`config.mk`:
```
export PLATFORM = sky130hd
export DESIGN_NAME = cs_block_framer
export DESIGN_NICKNAME = d
export VERILOG_FILES = /design/src/rtl/cs_frame_pkg.sv /design/src/rtl/cs_sync_chain.sv /design/src/rtl/cs_sync_qual.sv /design/src/rtl/cs_status_image.sv /design/src/rtl/cs_block_framer.sv
export SDC_FILE = /design/constraint.sdc
export NUM_CORES = 1
export LEC_CHECK = 0
export BUFFER_PORTS_ARGS = -buffer_cell sky130_fd_sc_hd__buf_2
export CORE_MARGIN = 2
export CORE_UTILIZATION = 59
export DETAILED_ROUTE_END_ITERATION = 10
export PLACE_DENSITY = 0.83
export SYNTH_ARGS = -nofsm -noshare
export SYNTH_HDL_FRONTEND = slang
export SYNTH_SLANG_ARGS = --single-unit
```
`constraint.sdc`:
```
create_clock -name clk -period 5.21 [get_ports clk]
set_input_delay 1.042 -clock clk [delete_from_list [all_inputs] [get_ports clk]]
set_output_delay 1.042 -clock clk [all_outputs]
set_load 0.01 [all_outputs]
```
`src/rtl/cs_frame_pkg.sv`:
```
package cs_frame_pkg;

    typedef enum logic [1:0] {
        SQ_IDLE,
        SQ_COUNT,
        SQ_ARMED,
        SQ_WAIT_LOW
    } sync_state_e;

    typedef struct packed {
        logic c;
        logic u;
        logic v;
    } cuv_t;

endpackage

```
`src/rtl/cs_sync_chain.sv`:
```
module cs_sync_chain #(
    parameter int unsigned STAGES = 2
) (
    input  logic clk,
    input  logic rst_n,
    input  logic async_in,
    output logic sync_out
);
    logic [STAGES-1:0] stage_q;

    genvar gi;
    generate
        for (gi = 0; gi < STAGES; gi++) begin : g_stage
            if (gi == 0) begin : g_first
                always_ff @(posedge clk or negedge rst_n) begin
                    if (!rst_n) stage_q[gi] <= 1'b0;
                    else        stage_q[gi] <= async_in;
                end
            end else begin : g_next
                always_ff @(posedge clk or negedge rst_n) begin
                    if (!rst_n) stage_q[gi] <= 1'b0;
                    else        stage_q[gi] <= stage_q[gi-1];
                end
            end
        end
    endgenerate

    assign sync_out = stage_q[STAGES-1];
endmodule

```
`src/rtl/cs_sync_qual.sv`:
```
module cs_sync_qual
    import cs_frame_pkg::*;
#(
    parameter int unsigned MIN_PULSE = 3
) (
    input  logic clk,
    input  logic rst_n,
    input  logic enable,
    input  logic req,
    input  logic consume,
    output logic armed
);
    localparam int unsigned CW = $clog2(MIN_PULSE + 1);

    sync_state_e   state_q, state_d;
    logic [CW-1:0] run_q, run_d;

    always_ff @(posedge clk or negedge rst_n) begin
        if (!rst_n) begin
            state_q <= SQ_IDLE;
            run_q   <= '0;
        end else begin
            state_q <= state_d;
            run_q   <= run_d;
        end
    end

    always_comb begin
        state_d = state_q;
        run_d   = run_q;
        if (!enable) begin
            state_d = SQ_IDLE;
            run_d   = '0;
        end else begin
            unique case (state_q)
                SQ_IDLE: begin
                    if (req) begin
                        run_d   = CW'(1);
                        state_d = (MIN_PULSE <= 1) ? SQ_ARMED : SQ_COUNT;
                    end
                end
                SQ_COUNT: begin
                    if (!req) begin
                        state_d = SQ_IDLE;
                        run_d   = '0;
                    end else if (int'(run_q) + 1 >= int'(MIN_PULSE)) begin
                        state_d = SQ_ARMED;
                        run_d   = '0;
                    end else begin
                        run_d = run_q + CW'(1);
                    end
                end
                SQ_ARMED: begin
                    if (consume) state_d = req ? SQ_WAIT_LOW : SQ_IDLE;
                end
                SQ_WAIT_LOW: begin
                    if (!req) state_d = SQ_IDLE;
                end
                default: state_d = SQ_IDLE;
            endcase
        end
    end

    always_comb begin
        armed = (state_q == SQ_ARMED);
    end

    generate
        if (MIN_PULSE >= 2) begin : g_short_chk

            no_short_arm_chk: assert property (@(posedge clk) disable iff (!rst_n)
                ($past(state_q) == SQ_IDLE) |-> (state_q != SQ_ARMED));
        end
    endgenerate


    no_rearm_high_chk: assert property (@(posedge clk) disable iff (!rst_n)
        (state_q == SQ_WAIT_LOW && req) |=> (state_q != SQ_ARMED));

endmodule

```
`src/rtl/cs_status_image.sv`:
```
module cs_status_image #(
    parameter int unsigned FRAMES = 192
) (
    input  logic                      copy_ok,
    input  logic                      orig,
    input  logic                      emph,
    input  logic                      nonaudio,
    input  logic [$clog2(FRAMES)-1:0] frame_idx,
    output logic                      c_bit
);
    logic [FRAMES-1:0] image;

    always_comb begin
        image     = '0;
        image[1]  = nonaudio;
        image[2]  = copy_ok;
        image[3]  = emph;
        image[16] = orig;
        c_bit     = image[frame_idx];
    end

    always_comb begin
        if (frame_idx >= 8 && frame_idx <= 15) begin

            category_zero_chk: assert (!c_bit);
        end
    end
endmodule

```
`src/rtl/cs_block_framer.sv`:
```
module cs_block_framer
    import cs_frame_pkg::*;
#(
    parameter int unsigned SUBFRAMES   = 384,
    parameter int unsigned SYNC_STAGES = 2,
    parameter int unsigned MIN_PULSE   = 3
) (
    input  logic clk,
    input  logic rst_n,
    input  logic wclk,
    input  logic mode_b,
    input  logic copy_ok,
    input  logic orig,
    input  logic emph,
    input  logic nonaudio,
    input  logic c_in,
    input  logic u_in,
    input  logic v_in,
    input  logic blk_dir,
    input  logic blk_in,
    output logic blk_out,
    output logic blk_oe,
    output logic sub_stb,
    output logic c_out,
    output logic u_out,
    output logic v_out,
    output logic sf_start
);
    localparam int unsigned FRAMES = SUBFRAMES / 2;
    localparam int unsigned CNT_W  = $clog2(SUBFRAMES);
    localparam int unsigned FRM_W  = $clog2(FRAMES);
    localparam logic [CNT_W-1:0] LAST_IDX = CNT_W'(SUBFRAMES - 1);

    logic             wclk_s, wclk_d, wc_edge;
    logic             blk_s, sync_req;
    logic [CNT_W-1:0] sf_cnt, nxt_idx;
    logic [FRM_W-1:0] frame_idx;
    logic             img_bit;
    cuv_t             cuv_q;

    cs_sync_chain #(.STAGES(SYNC_STAGES)) u_wclk_sync (
        .clk(clk), .rst_n(rst_n), .async_in(wclk), .sync_out(wclk_s)
    );

    cs_sync_chain #(.STAGES(SYNC_STAGES)) u_blk_sync (
        .clk(clk), .rst_n(rst_n), .async_in(blk_in), .sync_out(blk_s)
    );

    cs_sync_qual #(.MIN_PULSE(MIN_PULSE)) u_qual (
        .clk(clk), .rst_n(rst_n), .enable(!blk_dir), .req(blk_s),
        .consume(wc_edge), .armed(sync_req)
    );

    always_comb begin
        wc_edge = wclk_s ^ wclk_d;
        if (sync_req || sf_cnt == LAST_IDX) nxt_idx = '0;
        else                                nxt_idx = sf_cnt + CNT_W'(1);
        frame_idx = FRM_W'(nxt_idx >> 1);
    end

    cs_status_image #(.FRAMES(FRAMES)) u_image (
        .copy_ok(copy_ok), .orig(orig), .emph(emph), .nonaudio(nonaudio),
        .frame_idx(frame_idx), .c_bit(img_bit)
    );

    always_ff @(posedge clk or negedge rst_n) begin
        if (!rst_n) begin
            wclk_d   <= 1'b0;
            sub_stb  <= 1'b0;
            sf_cnt   <= LAST_IDX;
            sf_start <= 1'b0;
            cuv_q    <= '0;
        end else begin
            wclk_d  <= wclk_s;
            sub_stb <= wc_edge;
            if (wc_edge) begin
                sf_cnt   <= nxt_idx;
                sf_start <= (nxt_idx == '0);
                cuv_q.c  <= mode_b ? c_in : img_bit;
                cuv_q.u  <= u_in;
                cuv_q.v  <= v_in;
            end
        end
    end

    always_comb begin
        c_out   = cuv_q.c;
        u_out   = cuv_q.u;
        v_out   = cuv_q.v;
        blk_oe  = blk_dir;
        blk_out = blk_dir & sf_start;
    end


    cnt_range_chk: assert property (@(posedge clk) disable iff (!rst_n)
        sf_cnt < CNT_W'(SUBFRAMES));


    cnt_step_chk: assert property (@(posedge clk) disable iff (!rst_n)
        (sub_stb && sf_cnt != '0) |-> (sf_cnt == $past(sf_cnt) + CNT_W'(1)));


    cnt_hold_chk: assert property (@(posedge clk) disable iff (!rst_n)
        !sub_stb |-> $stable(sf_cnt));


    user_capture_chk: assert property (@(posedge clk) disable iff (!rst_n)
        sub_stb |-> (u_out == $past(u_in) && v_out == $past(v_in)));


    modeb_c_chk: assert property (@(posedge clk) disable iff (!rst_n)
        (sub_stb && $past(mode_b)) |-> (c_out == $past(c_in)));


    blk_gate_chk: assert property (@(posedge clk) disable iff (!rst_n)
        !blk_oe |-> !blk_out);


    sync_restart_chk: assert property (@(posedge clk) disable iff (!rst_n)
        (sync_req && wc_edge) |=> (sf_cnt == '0 && sf_start));

endmodule

```
# ---- Yosys cells after proc, flatten, opt, wreduce, memory -nomap -nowiden
# Cells that the tools add are included.
dict set report word_totals {
  ff_bits 23
  inputBits 13
  elab_cells 50
}
dict set report classes {
  add_sub_neg 3
  magnitude_cmp 2
  n_eq_ne 8
  muxes 16
  bitwise_logic 2
  n_reduce_logical 6
}
# operator n
set ops {}
lappend ops {{$ge 32x3->1 const B} 1}
lappend ops {{$mux 2} 10}
lappend ops {{$add 9x1->9 const B} 1}
lappend ops {{$eq 9x9->1 const B} 1}
lappend ops {{$logic_not 9->1} 1}
lappend ops {{$lt 8x9->1 const B} 1}
lappend ops {{$mux 9} 1}
lappend ops {{$ne 3x3->1 const B} 3}
lappend ops {{$bmux 1 s8} 1}
lappend ops {{$pmux 2 s4} 1}
lappend ops {{$eq 2x2->1 const B} 2}
lappend ops {{$ne 4x3->1 const B} 1}
lappend ops {{$pmux 2 s2} 1}
lappend ops {{$reduce_and 4->1} 1}
lappend ops {{$add 2x1->3 const B} 1}
lappend ops {{$reduce_bool 3->1} 1}
lappend ops {{$add 2x1->2 const B} 1}
lappend ops {{$eq 2x1->1 const B} 1}
lappend ops {{$logic_not 2->1} 1}
lappend ops {{$mux 1} 2}
lappend ops {{$reduce_and 2->1} 1}
lappend ops {{$and 1x1->1} 1}
lappend ops {{$logic_or 1x1->1} 1}
lappend ops {{$xor 1x1->1} 1}

# ---- Logic depth before layout (Yosys ltp)
dict set report logic_depth {
  word_depth 6
  ltp_mapped 8
  depth_no_buf 6
}

# ---- Modules after synthesis
# A second synthesis with hierarchy kept.
dict set report unflattened {
  hier_cells 137
  hier_area_um2 1340.0
}
# module n_inst cells_per_inst area_each_um2 seq_area_each_um2
set by_module_without_submodules {}
lappend by_module_without_submodules {cs_block_framer 1 104 944.7 385.4}
lappend by_module_without_submodules {cs_sync_qual 1 20 225.2 100.1}
lappend by_module_without_submodules {cs_sync_chain 2 2 50.0 50.0}
lappend by_module_without_submodules {cs_status_image 1 9 70.1 0.0}

# ---- Worst setup path before layout
# Ideal clock, no wire load.
dict set report synth_path {
  path_type {input -> output}
  from {in blk_dir}
  to {out blk_out}
  t_arrival_ns 1.188
  t_required_ns 4.168
  path_slack_ns 2.980
  stages 1
  path_buffers 0
  cell_sequence {and2_1}
}
dict set report synth_between {
  elab_chain_len 1
}
# element line
set synth_lines {}
lappend synth_lines {{start, declared} cs_block_framer.sv:19} ;# input logic blk_dir,
lappend synth_lines {{$and 1x1->1} cs_block_framer.sv:91} ;# blk_out = blk_dir & sf_start;
lappend synth_lines {{end, declared} cs_block_framer.sv:21} ;# output logic blk_out,
# Every way passes these cells.

# ---- Final worst setup path
# Ends and elaborated chain as after synthesis.

==> impl_metrics.yaml <==
sta:
  rsz0062_at_grt: "false"
  skew_ns: 0.006919
  drv_slew: 0
  final.min_clock_period_ns: 2.477
  tightest_slew_ns: 0.4842
  max_clock_freq_mhz: 403.7
  min_period_over_period_pct: 47.54
  setup_viol: 0
  finalSetupTns_ns: 0
  slew_headroom_pct: 67.72
  hold_viol: 0
setup_path:
  rr_startpoint: "sf_cnt[1]"
  critPathMaxStageDelay_ns: 0.13
  cp_common_cell: "buf_2"
  cp.arrival_ns: 1.44
  critPathTopFamily: "buffers and inverters"
  reg2regPathDepth: 6
  crit_buf_inv: 2
  worst_setup_path_start_kind: "input pin"
  cp_max_fo: 6
  cp_cell_sequence: "buf_2, and2_1, buf_2"
  slowest_stage: "buf_2"
  critical_path_class: "input pin to output pin"
  r2r_end: "c_out"
  crit_required_ns: 4.17
  end_kind: "output pin"
  r2r_slack_ns: 3.14
routing:
  vias_per_cell: 5.685
  drt_iter0_markers: 21
  vias: 955
  wire_per_inst_um: 13.49
  routed_wl_um: 2266
  post-route-drc-count: 0
  ant_nets: 0
  dr.pass1.iters: 7
place:
  gp_congestion: 0.8126
  portBuffers: 19
  hpwl_um: 1658
cts:
  post-cts-setup-buffers: 0
  cts_resized: 0
  cts_hold_buf: 0
  clock_path_buffers: 2
  clk_latency_ns: 0.30
  htree_num_levels: 1
  cts.sinks: 23
  cts-root-buf: "clkbuf_4"
  cts_tree: "yes"
  numCtsBuffers: 3
  clkTransAtPathRegs_ns: 0.12
power_and_ir_drop:
  power_density_nw_per_um2: 398.4
  power_leakage_nw: 0.5584
  peakVddDrop_mv: 0.2415
floorplan:
  die_w_um: 49.64
  rows: 16
  fp.dieH_um: 49.64
  ioPinCount: 20
  start_util_pct: 62.63
  die_area_um2: 2464
  core_area_um2: 1962
yosys:
  synth_xor_area_share_pct: 3.564
  synth_top_area_share_pct: 30.55
  synth_top_cells_by_area: "dfrtp_1 31%, dfstp_2 17%, nand2_1 5.5%"
  yosysSeqAreaShare_pct: 47.66
  synth_fa_ha_area_share_pct: 1.018
  synth.mux.area_fraction_pct: 2.037
  synthSimpleGateAreaFrac_pct: 22.51
  postSynthCellCount: 124
  yosys.area.top_type: "dfrtp_1"
  synth_nets: 138
  synth_seq_cells: 23
  netlist_area_um2: 1229
  syn_avg_cell_area_um2: 9.909
  ys_warn_count: 0
  ys_types: 43
  synth_compound_area_share_pct: 19.04
  synth_top_family_by_area: "simple AND/OR/NAND/NOR gates"
global_routing:
  grt_pass1_vias: 971
  grt_pass1_wl_um: 4181
  grt.total_usage_pct: 22.23
  antenna_found_initial: 0
  grt_max_degree: 24
  gr-total-overflow: 0
layout:
  antenna_cells: 0
  final_cell_mix: "19 x buf_2, 18 x nand2_1, 15 x dfrtp_1, 13 x o21ai_0"
  fin_util_pct: 68.88
  nNetsFinal: 156
  layout-drive-gt1-share_pct: 29.08
  layout_commonest_cell: "buf_2"
  areaGrowthSynthToFinish_pct: 9.980
hold_path:
  min_from: "u_wclk_sync.stage_q[0]"
  hold_depth: 0
  hp-class: "flip-flop to flip-flop"
  holdPathEnd: "u_wclk_sync.sync_out"
status:
  status: "finished, final reports clean"
flow_run:
  max-cap-violations: 0
-- where the power goes --
part,switching (mW),internal [mW]
registers,0.0498,0.225
clock network,0.0492,0.0298
logic,0.0955,0.0885
total,0.195,0.344
-- synth_stat cells, drive strengths merged --
| cell | instances |
|---|---|
| nand2 | 18 |
| o21ai | 16 |
| dfrtp | 15 |
| nor2 | 9 |
| dfstp | 8 |
| buf | 5 |
| xnor2 | 5 |
| nor2b | 4 |
| a21oi | 3 |
| a31oi | 3 |
| inv | 3 |
| nand3 | 3 |
| o31ai | 3 |
| clkbuf | 2 |
| nand2b | 2 |
| nand4 | 2 |
| nor3 | 2 |
| nor3b | 2 |
| o22ai | 2 |
| or3 | 2 |
| a2111oi | 1 |
| a211o | 1 |
| a22o | 1 |
| a32o | 1 |
| and2 | 1 |
| and3 | 1 |
| ha | 1 |
| mux2 | 1 |
| mux2i | 1 |
| nand3b | 1 |
| nor4 | 1 |
| nor4b | 1 |
| o21a | 1 |
| o41ai | 1 |
| or2b | 1 |
-- worst max-delay path by stage --
stage | slack [ns] | cells past startpoint | startpoint | end
finish | 2.73 | 3 | blk_dir | blk_out
global placement | 2.73 | 3 | blk_dir | blk_out
global route | 2.71 | 3 | blk_dir | blk_out
floorplan | 2.98 | 1 | blk_dir | blk_out
CTS | 2.73 | 3 | blk_dir | blk_out
detailed placement | 2.73 | 3 | blk_dir | blk_out
-- final cells by class --
cell class / count / area (um^2)
Clock buffer: 4 / 26.28
Sequential cell: 23 / 585.6
Timing Repair Buffer: 20 / 102.6
Fill cell: 174 / 610.6
Multi-Input combinational cell: 91 / 591.8
Tap cell: 27 / 33.78
Inverter: 3 / 11.26
-- metrics by stage --
stage / cells / setup WS, ns / area, um^2 / hold WS [ns] / power (mW)
floorplan: 124 / 2.980 / 1229 / 0.3312 / 0.4182
CTS: 168 / 2.729 / 1351 / 0.3705 / 0.5417
global route: 168 / 2.710 / 1351 / 0.3754 / 0.5752
finish: 168 / 2.733 / 1351 / 0.3679 / 0.5383
global placement: 164 / 2.733 / 1325 / 0.3413 / 0.4502
detailed placement: 164 / 2.730 / 1325 / 0.3394 / 0.4601
-- cell families after synthesis --
group	Yosys count
multiplexers	2
AO/OA/AOI/OAI	33
buffers and inverters	10
XOR/XNOR	5
flip-flops	23
adder cells (fa/ha/maj)	1
AND/OR/NAND/NOR	50
-- worst reg2reg max path: stages, from the launching register on --
cell,delay [ns]
dfstp_2,0.61
ha_1,0.33
nand2_1,0.17
o41ai_4,0.44
nand2b_4,0.23
or3_1,0.12
o31ai_2,0.06
-- per-layer routing --
layer | global-route usage, % | vias to the layer above | wire length (um)
met5 | 0 | - | 0
met4 | 6.944 | 0 | 0
met3 | 3.636 | 0 | 85
met2 | 39.33 | 26 | 1178
met1 | 27.62 | 459 | 1001
li1 | - | 470 | -
-- sequential cells by signal (all words and copies together) (netlist names) --
register / count
wclk_d: 1
u_wclk_sync.sync_out: 1
v_out: 1
sf_start: 1
u_qual.run_q: 2
c_out: 1
u_out: 1
u_wclk_sync.stage_q: 1
u_blk_sync.stage_q: 1
sf_cnt: 9
u_qual.state_q: 2
u_blk_sync.sync_out: 1
sub_stb: 1
Power figures use the tool's default switching activity.
